<file path="src/rtl/shmbx_pkg.sv">
package shmbx_pkg;

    localparam int unsigned LANE_W = 8;
    localparam int unsigned LANES  = 4;
    localparam int unsigned WORD_W = LANE_W * LANES;

    // Byte offset of the doorbell toward the host
    function automatic int unsigned host_bell_off(input int unsigned depth);
        return depth - 5;
    endfunction

    // First byte offset of the doorbell word toward the core
    function automatic int unsigned core_bell_base(input int unsigned depth);
        return depth - 4;
    endfunction

    // Byte whose host write rings the core
    function automatic int unsigned core_bell_trig(input int unsigned depth);
        return depth - 1;
    endfunction

    typedef struct packed {
        logic raise;
        logic clear;
    } bell_ev_t;

endpackage

</file>
<file path="src/rtl/shmbx_store.sv">
module shmbx_store
    import shmbx_pkg::*;
#(
    parameter int unsigned DEPTH_LOG2 = 6
) (
    input  logic                               clk,
    input  logic                               rst,
    input  logic                               h_we,
    input  logic [DEPTH_LOG2-1:0]              h_addr,
    input  logic [LANE_W-1:0]                  h_wdata,
    input  logic                               c_we,
    input  logic [DEPTH_LOG2-$clog2(LANES)-1:0] c_word,
    input  logic [LANES-1:0]                   c_sel,
    input  logic [WORD_W-1:0]                  c_wdata,
    output logic [(2**DEPTH_LOG2)*LANE_W-1:0]  mem_flat
);

    localparam int unsigned DEPTH   = 2 ** DEPTH_LOG2;
    localparam int unsigned WORD_AW = DEPTH_LOG2 - $clog2(LANES);

    for (genvar i = 0; i < DEPTH; i++) begin : g_byte
        localparam int unsigned LN = i % LANES;
        logic              h_hit;
        logic              c_hit;
        logic [LANE_W-1:0] byte_q;

        assign h_hit = h_we && (h_addr == DEPTH_LOG2'(i));
        assign c_hit = c_we && (c_word == WORD_AW'(i / LANES)) && c_sel[LN];

        always_ff @(posedge clk) begin
            if (rst) begin
                byte_q <= '0;
            end else if (h_hit) begin
                byte_q <= h_wdata;
            end else if (c_hit) begin
                byte_q <= c_wdata[LANE_W*LN +: LANE_W];
            end
        end

        assign mem_flat[LANE_W*i +: LANE_W] = byte_q;

        AST_HOST_WINS: assert property (@(posedge clk) disable iff (rst)
            (h_hit && c_hit) |=> (byte_q == $past(h_wdata)));
    end

endmodule

</file>
<file path="src/rtl/shmbx_host_port.sv">
module shmbx_host_port
    import shmbx_pkg::*;
#(
    parameter int unsigned DEPTH_LOG2 = 6
) (
    input  logic                              clk,
    input  logic                              rst,
    input  logic                              host_sel,
    input  logic                              host_we,
    input  logic [DEPTH_LOG2-1:0]             host_addr,
    input  logic [(2**DEPTH_LOG2)*LANE_W-1:0] mem_flat,
    output logic                              h_wr_en,
    output logic [LANE_W-1:0]                 host_rdata,
    output logic                              ring_core,
    output logic                              ack_host_bell
);

    localparam int unsigned DEPTH = 2 ** DEPTH_LOG2;
    localparam logic [DEPTH_LOG2-1:0] HBELL_A = DEPTH_LOG2'(host_bell_off(DEPTH));
    localparam logic [DEPTH_LOG2-1:0] CTRIG_A = DEPTH_LOG2'(core_bell_trig(DEPTH));

    logic h_rd_en;

    assign h_wr_en       = host_sel && host_we;
    assign h_rd_en       = host_sel && !host_we;
    assign ring_core     = h_wr_en && (host_addr == CTRIG_A);
    assign ack_host_bell = h_rd_en && (host_addr == HBELL_A);

    always_ff @(posedge clk) begin
        if (rst) begin
            host_rdata <= '0;
        end else if (h_rd_en) begin
            host_rdata <= mem_flat[int'(host_addr)*LANE_W +: LANE_W];
        end
    end

endmodule

</file>
<file path="src/rtl/shmbx_core_port.sv">
module shmbx_core_port
    import shmbx_pkg::*;
#(
    parameter int unsigned DEPTH_LOG2 = 6
) (
    input  logic                                clk,
    input  logic                                rst,
    input  logic                                wb_cyc,
    input  logic                                wb_stb,
    input  logic                                wb_we,
    input  logic [DEPTH_LOG2-$clog2(LANES)-1:0] wb_adr,
    input  logic [LANES-1:0]                    wb_sel,
    input  logic [(2**DEPTH_LOG2)*LANE_W-1:0]   mem_flat,
    output logic                                wb_ack,
    output logic [WORD_W-1:0]                   wb_rdat,
    output logic                                c_wr_en,
    output logic                                ring_host,
    output logic                                ack_core_bell
);

    localparam int unsigned DEPTH   = 2 ** DEPTH_LOG2;
    localparam int unsigned WORD_AW = DEPTH_LOG2 - $clog2(LANES);
    localparam int unsigned HB_OFF  = host_bell_off(DEPTH);
    localparam logic [WORD_AW-1:0] HB_WORD = WORD_AW'(HB_OFF / LANES);
    localparam int unsigned        HB_LANE = HB_OFF % LANES;
    localparam logic [WORD_AW-1:0] CB_WORD = WORD_AW'(core_bell_base(DEPTH) / LANES);

    logic req;
    logic c_rd_en;

    assign req           = wb_cyc && wb_stb && !wb_ack;
    assign c_wr_en       = req && wb_we;
    assign c_rd_en       = req && !wb_we;
    assign ring_host     = c_wr_en && (wb_adr == HB_WORD) && wb_sel[HB_LANE];
    assign ack_core_bell = c_rd_en && (wb_adr == CB_WORD) && (|wb_sel);

    always_ff @(posedge clk) begin
        if (rst) begin
            wb_ack  <= 1'b0;
            wb_rdat <= '0;
        end else begin
            wb_ack <= req;
            if (c_rd_en) begin
                wb_rdat <= mem_flat[int'(wb_adr)*WORD_W +: WORD_W];
            end
        end
    end

    AST_ACK_PULSE: assert property (@(posedge clk) disable iff (rst)
        wb_ack |=> !wb_ack);
    AST_ACK_CAUSE: assert property (@(posedge clk) disable iff (rst)
        wb_ack |-> $past(wb_cyc && wb_stb));

endmodule

</file>
<file path="src/rtl/shmbx_bell.sv">
module shmbx_bell
    import shmbx_pkg::*;
(
    input  logic     clk,
    input  logic     rst,
    input  bell_ev_t ev,
    output logic     irq
);

    always_ff @(posedge clk) begin
        if (rst) begin
            irq <= 1'b0;
        end else if (ev.raise) begin
            irq <= 1'b1;
        end else if (ev.clear) begin
            irq <= 1'b0;
        end
    end

    AST_RISE_CAUSE: assert property (@(posedge clk) disable iff (rst)
        $rose(irq) |-> $past(ev.raise));
    AST_FALL_CAUSE: assert property (@(posedge clk) disable iff (rst)
        $fell(irq) |-> ($past(ev.clear) && !$past(ev.raise)));
    AST_RAISE_WINS: assert property (@(posedge clk) disable iff (rst)
        ev.raise |=> irq);
    AST_CLEAR_TAKES: assert property (@(posedge clk) disable iff (rst)
        (ev.clear && !ev.raise) |=> !irq);

endmodule

</file>
<file path="src/rtl/shmbx_top.sv">
module shmbx_top
    import shmbx_pkg::*;
#(
    parameter int unsigned DEPTH_LOG2 = 6
) (
    input  logic                  clk,
    input  logic                  rst,
    input  logic                  host_sel,
    input  logic                  host_we,
    input  logic [DEPTH_LOG2-1:0] host_addr,
    input  logic [7:0]            host_wdata,
    output logic [7:0]            host_rdata,
    output logic                  host_irq,
    input  logic                  wb_cyc_i,
    input  logic                  wb_stb_i,
    input  logic                  wb_we_i,
    input  logic [DEPTH_LOG2-3:0] wb_adr_i,
    input  logic [3:0]            wb_sel_i,
    input  logic [31:0]           wb_dat_i,
    output logic [31:0]           wb_dat_o,
    output logic                  wb_ack_o,
    output logic                  core_irq
);

    localparam int unsigned DEPTH = 2 ** DEPTH_LOG2;

    logic [DEPTH*LANE_W-1:0] mem_flat;
    logic                    h_wr_en;
    logic                    c_wr_en;
    bell_ev_t                host_ev;
    bell_ev_t                core_ev;

    shmbx_host_port #(.DEPTH_LOG2(DEPTH_LOG2)) u_host (
        .clk           (clk),
        .rst           (rst),
        .host_sel      (host_sel),
        .host_we       (host_we),
        .host_addr     (host_addr),
        .mem_flat      (mem_flat),
        .h_wr_en       (h_wr_en),
        .host_rdata    (host_rdata),
        .ring_core     (core_ev.raise),
        .ack_host_bell (host_ev.clear)
    );

    shmbx_core_port #(.DEPTH_LOG2(DEPTH_LOG2)) u_core (
        .clk           (clk),
        .rst           (rst),
        .wb_cyc        (wb_cyc_i),
        .wb_stb        (wb_stb_i),
        .wb_we         (wb_we_i),
        .wb_adr        (wb_adr_i),
        .wb_sel        (wb_sel_i),
        .mem_flat      (mem_flat),
        .wb_ack        (wb_ack_o),
        .wb_rdat       (wb_dat_o),
        .c_wr_en       (c_wr_en),
        .ring_host     (host_ev.raise),
        .ack_core_bell (core_ev.clear)
    );

    shmbx_store #(.DEPTH_LOG2(DEPTH_LOG2)) u_store (
        .clk      (clk),
        .rst      (rst),
        .h_we     (h_wr_en),
        .h_addr   (host_addr),
        .h_wdata  (host_wdata),
        .c_we     (c_wr_en),
        .c_word   (wb_adr_i),
        .c_sel    (wb_sel_i),
        .c_wdata  (wb_dat_i),
        .mem_flat (mem_flat)
    );

    shmbx_bell u_bell_host (
        .clk (clk),
        .rst (rst),
        .ev  (host_ev),
        .irq (host_irq)
    );

    shmbx_bell u_bell_core (
        .clk (clk),
        .rst (rst),
        .ev  (core_ev),
        .irq (core_irq)
    );

endmodule

</file>
<file path="config.mk">
export PLATFORM = sky130hd
export DESIGN_NAME = shmbx_top
export DESIGN_NICKNAME = d
export VERILOG_FILES = /design/src/rtl/shmbx_pkg.sv /design/src/rtl/shmbx_store.sv /design/src/rtl/shmbx_host_port.sv /design/src/rtl/shmbx_core_port.sv /design/src/rtl/shmbx_bell.sv /design/src/rtl/shmbx_top.sv
export SDC_FILE = /design/constraint.sdc
export NUM_CORES = 2
export LEC_CHECK = 0
export BUFFER_PORTS_ARGS = -buffer_cell sky130_fd_sc_hd__buf_2
export CAP_MARGIN = 20
export CORE_ASPECT_RATIO = 1.4
export CORE_MARGIN = 1.5
export CORE_UTILIZATION = 35
export DETAILED_ROUTE_END_ITERATION = 8
export PLACE_DENSITY = 0.6
export SLEW_MARGIN = 20
export SYNTH_ARGS = -nofsm -noshare
export SYNTH_HDL_FRONTEND = slang
export SYNTH_SLANG_ARGS = --single-unit
export TNS_END_PERCENT = 50
</file>
<file path="constraint.sdc">
create_clock -name clk -period 2.6 [get_ports clk]
set_input_delay 0.26 -clock clk [delete_from_list [all_inputs] [get_ports clk]]
set_output_delay 0.26 -clock clk [all_outputs]
set_load 0.01 [all_outputs]
</file>
==> Yosys cells after proc, flatten, opt, wreduce, memory -nomap -nowiden <==
Cells that the tools add are included.
{ "word_totals": {"regBits": 555, "latch_bits": 0, "ram_bits": 0, "rom_bits": 0, "inputBits": 61, "out_inout_bits": 43, "wordCells": 506, "mem_count": 0} }
{ "classes": {"n_addsub": 0, "multipliers": 0, "div": 0, "magnitude_cmp": 0, "n_eq_ne": 78, "shift": 2, "muxes": 132, "n_bitwise": 0, "reduce_logical": 225} }
{ "ops": {"columns": ["op", "n"], "rows": [
  ["$mux W8", 128],
  ["$shiftx A512 B10 Y32", 1],
  ["$shiftx A512 B10 Y8", 1],
  ["$eq A6 B6 Y1 const B", 32],
  ["$logic_and A1 B1 Y1", 153],
  ["$reduce_bool A2 Y1", 66],
  ["$eq A6 B5 Y1 const B", 16],
  ["$eq A6 B4 Y1 const B", 8],
  ["$eq A4 B4 Y1 const B", 8],
  ["$eq A6 B3 Y1 const B", 4],
  ["$eq A4 B3 Y1 const B", 4],
  ["$eq A6 B2 Y1 const B", 2],
  ["$eq A4 B2 Y1 const B", 2],
  ["$eq A6 B1 Y1 const B", 1],
  ["$logic_not A6 Y1", 1],
  ["$eq A4 B1 Y1 const B", 1],
  ["$logic_not A4 Y1", 1],
  ["$mux W1", 4],
  ["$reduce_or A4 Y1", 1],
  ["$logic_not A1 Y1", 3]
]} }

==> Longest topological paths before layout <==
{ "logic_depth": {"word_depth": 7, "ltp_mapped": 9, "depth_no_buf": 5} }

==> By module <==
A second synthesis with hierarchy kept.
{ "unflattened": {"cells_unflattened": 4200, "area_unflattened_um2": 35710.5} }
{ "modules_own_cells": {"columns": ["module", "n_inst", "cells_each", "area_each_um2", "seq_area_each_um2"], "rows": [
  ["shmbx_store", 1, 3251, 25584.5, 10249.8],
  ["shmbx_core_port", 1, 541, 5382.7, 660.6],
  ["shmbx_host_port", 1, 400, 4665.7, 160.2],
  ["shmbx_bell", 2, 4, 38.8, 20.0]
]} }

==> Worst setup path after synthesis <==
OpenSTA, ideal clock, no wires.
{ "synth_timing": {"kind": "input-to-reg", "startpoint": "input port wb_adr_i[1]", "endpoint": "register u_core.wb_rdat[0]", "setup_ps": 132, "t_arrival_ps": 1766, "required_time_ps": 2468, "slack_ps": 701, "path_stages": 6, "n_path_buf": 2, "cell_sequence": "buf_6 buf_2 mux4_2 mux4_2 nand2_1 a21oi_1"} }
{ "synth_between": {"elab_chain_len": 1} }
{ "synth_lines": {"columns": ["element", "line_no", "rtl"], "rows": [
  ["start: declaration", "shmbx_top.sv:17", "input logic [DEPTH_LOG2-3:0] wb_adr_i,"],
  ["$shiftx A512 B10 Y32", "shmbx_core_port.sv:44", "wb_rdat <= mem_flat[int'(wb_adr)*WORD_W +: WORD_W];"],
  ["end signal: assignment", "shmbx_core_port.sv:44", null],
  ["end: declaration", "shmbx_core_port.sv:15", "output logic [WORD_W-1:0] wb_rdat,"]
]} }
No other way between the ends.
A chain may end at the register's enable or synchronous reset.

==> Final worst setup path <==
{ "layout_timing": {"startpoint": "register u_core.wb_ack", "endpoint": "register u_store.g_byte[34].byte_q[1]"} }
{ "layout_between": {"elab_chain_len": 6} }
{ "layout_lines": {"columns": ["element", "line_no", "rtl"], "rows": [
  ["start: declaration", "shmbx_core_port.sv:14", "output logic wb_ack,"],
  ["start signal: assignment", "shmbx_core_port.sv:42", "wb_ack <= req;"],
  ["$logic_not A1 Y1", "shmbx_core_port.sv:31", "assign req = wb_cyc && wb_stb && !wb_ack;"],
  ["$logic_and A1 B1 Y1", "shmbx_core_port.sv:31", null],
  ["$logic_and A1 B1 Y1", "shmbx_core_port.sv:32", "assign c_wr_en = req && wb_we;"],
  ["$logic_and A1 B1 Y1 (2 in series)", "shmbx_store.sv:28", "assign c_hit = c_we && (c_word == WORD_AW'(i / LANES)) && c_sel[LN];"],
  ["$reduce_bool A2 Y1 (no line)", null, null],
  ["end signal: assignment", "shmbx_store.sv:34", "byte_q <= h_wdata;"],
  ["end signal: assignment", "shmbx_store.sv:36", "byte_q <= c_wdata[LANE_W*LN +: LANE_W];"],
  ["end: declaration", "shmbx_store.sv:25", "logic [LANE_W-1:0] byte_q;"]
]} }
No other way between the ends.

==> results by group <==
Worst setup path
  – Worst setup path startpoint: u_core.wb_ack
  – Worst Setup End Kind: register
  – Worst stage delay on the critical path: 0.42 ns
  – Critical path class: reg -> reg
  – CP Data Arrival Time: 2.97 ns
  – Worst path buffer plus inverter count: 2
  – R2r endpoint: u_store.g_byte[34].byte_q[1]
  – CP Cell Sequence: nand4b_1 -> buf_4 -> nor4_4 -> buf_4 -> and2_1 -> nand2_1 -> a311oi_1
  – CP top delay family: simple AND/OR/NAND/NOR gates
  – Critical Path Source Type: register
  – Setup slack, reg-to-reg: 0.21 ns
  – Crit-path slowest cell: nor4_4
  – Crit path top cell by count: buf_4
  – Crit path max fanout: 13
  – Crit path capture: u_store.g_byte[34].byte_q[1]
  – Worst Reg-to-Reg Cells: 7
  – Reg-to-Reg Start: u_core.wb_ack
  – Cell count along the critical path: 7
  – Req. time, crit path: approximately 3.2 ns

Route
  – Post-route ant nets: 0
  – DR WL/cell: 32.2 um
  – Number of remaining DRC errors: 0
  – Vias: about 32k
  – Vias per cell: 6.58
  – Starting DRT DRC Count: 4386
  – Detailed Routing Iterations Pass 1: 6
  – WL final: roughly 160 mm

STA
  – Tmin final: 2.39 ns
  – Slew @ Worst Pin: ~0.79 ns
  – Final setup violating endpoints: 0
  – Unrepaired setup endpoints after global routing: false
  – Fin. max-slew vios: 0
  – Setup ws final: 0.208 ns
  – Hold Vio Cnt, Final: 0
  – Max-Slew Margin vs Limit: 47.1%
  – Clk_skew: 0.0411 ns
  – Fmax: 0.418 GHz
  – Period utilization: 92.0%
  – Setup TNS: 0 ns

CTS
  – CTS Sinks: 555
  – H-Tree Depth: 2
  – Post-CTS Setup Inserts: 0
  – Clock-pin slew reported for the worst setup and hold paths after clock tree synthesis: roughly 0.070 ns
  – CTS Root Cell: clkbuf_16
  – Total CTS buffers: 58
  – CTS Buffer Depth: 3
  – CTS tree: built
  – Clock Latency Late Sink: approximately 0.68 ns

GRT
  – First-pass GRT wire length: 226 mm
  – Overall routing resource usage: between 30% and 40%
  – Largest net degree at the start of global routing: between 80 and 90
  – Initial antenna violation count: 11
  – Vias in the first global route: 29.6k
  – GRT overflow: 0

Logic synthesis
  – Ys Warns: 0
  – Part of the Yosys area used for sequential elements: between 30% and 40%
  – Synth cell types: 62
  – EDFF count, synth: 0
  – Avg Cell Area, Syn: 9.04 um^2
  – Synth Flop Type: dfxtp_1
  – Yosys reg bits: 555
  – Synth Instances: 3694
  – Top cells by area, synth: dfxtp_1, mux4_2, a311oi_1, nand2_1, mux2i_1
  – Synth async-reset ratio: 0%
  – Mapped Nets: around 3.8k
  – Biggest area consumer among synthesized cells: dfxtp_1
  – Synth top area share: between 30% and 40%
  – Synth Cell Area: ~33000 um^2

Power and ir drop
  – Pwr dens: 531 nW/um^2
  – Reported leakage power: 12.5 nW
  – Worst vdd ir: 463 uV

Die
  – Ports: 104
  – Die Area: around 100000 um^2
  – Initial cell density of the core: a little over a third
  – Core Footprint: 94200 um^2
  – Die W: 264 um
  – Core Rows: about 130
  – Die H: ~370 um

Job
  – Max-cap violations: 0

Finish
  – Area taken by multi-input logic gates: 20300 um^2
  – Share of cells above drive strength 1: 19.9%
  – Register area: 11100 um^2
  – Area grow syn2layout: 13.0%
  – Final cell count without fillers: 4940
  – Layout Nets: 3739
  – Fillers: 9338

Placement
  – Pre-CTS setup slack: 0.166 ns
  – Half-perimeter wire length after placement: 115 mm
  – Placer Congestion: 1.03
  – Placed insts: between 4k and 5k
  – Port Buf Inserts: 103

Worst hold path
  – Worst min path class: in -> reg
  – Worst Hold Launch: host_wdata[4]

Outcome
  – Status: complete, no violations
## worst min-delay path by stage
| stage | to | slack, ns | cells past startpoint |
|---|---|---|---|
| global route | u_store.g_byte[54].byte_q[4] | 0.03 | 3 |
| CTS | u_store.g_byte[54].byte_q[4] | 0.03 | 3 |
| floorplan | u_store.g_byte[28].byte_q[5] | 0.43 | 2 |
| finish | u_store.g_byte[54].byte_q[4] | 0.04 | 3 |
| global placement | u_core.wb_rdat[5] | 0.44 | 2 |
| detailed placement | u_core.wb_rdat[5] | 0.45 | 2 |
## stage by stage
stage | util, % | hold slack [ns] | area [um^2] | power, mW
finish | 40.1 | 0.0441 | 37800 | 20.1
global route | 40.1 | 0.0333 | 37800 | 20.4
CTS | 40.1 | 0.0271 | 37800 | 20.0
detailed placement | 37.9 | 0.447 | 35700 | 10.8
global placement | 37.9 | 0.443 | 35700 | 10.8
floorplan | - | 0.430 | 33400 | 9.93
## metal layers
layer,up-vias,track usage (%),part of all wire [%]
met5,-,0,0.051
met4,14,26.6,10
met3,557,5.32,9.5
met2,2228,49.7,44
met1,15900,38.9,36
li1,13800,-,-
## layout make-up
| type | instances | area share (%) |
|---|---|---|
| multi-input combinational | 2732 | 53.9 |
| sequential | 555 | 29.4 |
| timing repair buffer | 329 | 7.25 |
| clock buffer | 80 | 4.36 |
| tap | 1215 | 4.03 |
| clock inverter | 25 | 1.07 |
| inverter | 2 | 0.0199 |
| antenna | 2 | 0.0133 |
## what timing repair did
| action | 4_1_cts | 5_1_grt |
|---|---|---|
| gates resized for setup | 0 | 0 |
| hold buffers | 2 | 0 |
| endpoints found under the hold margin | 1 | 0 |
## flip-flops by register name (all words and copies together), names as in the netlist
register and count:
u_store.g_byte.byte_q 512, u_core.wb_ack 1, u_bell_core.irq 1, u_core.wb_rdat 32, u_bell_host.irq 1, u_host.host_rdata 8
## kinds of logic (layout without fill, tap and decap cells)
group	Yosys count	count (layout)	synth area share [%]
other	0	2	0
AOI/OAI and AO/OA	739	739	17.2
and+or+nand+nor	1498	1498	19.4
muxes	495	495	24.2
DFF	555	555	33.3
buffers and inverters	407	436	5.93
## layout by cell type (no fill, tap or decap), types with 5 or more instances in the layout
cell type  count
nor2_2         5
nor2_4        10
buf_2         96
clkbuf_8       9
nand2_1      658
nor2_8         5
nand3_2        5
buf_12        38
mux2i_1      221
nor3_2         6
bufinv_16     10
buf_4        189
nor4_1         7
clkbuf_1      12
nor2b_1       19
a221oi_1       9
a22oi_1        8
clkinv_2       7
o21ai_0      104
o22ai_1        8
clkbuf_16     59
a211oi_2       6
a22o_1        13
dfxtp_1      555
a311oi_1     382
a21oi_1       36
mux4_2       233
nand3_1      185
mux4_1        12
nor2_1       542
and2_1        13
a2111oi_0     10
nand2b_1       7
nor4_4         5
a211oi_1     152
mux2_2        29
## cells in the mapped netlist (22+ instances only)
master      n
o21ai_0   104
a211oi_1  152
clkbuf_1  236
buf_4      32
buf_6      22
a21oi_1    36
mux2i_1   221
nor2_1    543
mux4_2    233
dfxtp_1   555
buf_1      30
nand2_1   658
buf_2      78
a311oi_1  382
nand3_1   187
mux2_2     29
## worst reg2reg max path, stage by stage (launching register included)
cell	delay, ns
dfxtp_1	0.33
nand4b_1	0.20
buf_4	0.25
nor4_4	0.44
buf_4	0.33
and2_1	0.35
nand2_1	0.10
a311oi_1	0.30
## power breakdown
group / switching [mW] / internal, mW / total, mW
combinational: 1.45 / 0.594 / 2.04
clock: 3.96 / 5.41 / 9.37
sequential: 0.0816 / 8.56 / 8.64
total: 5.49 / 14.6 / 20.1
Note: power is estimated with default switching activity, not from simulation.
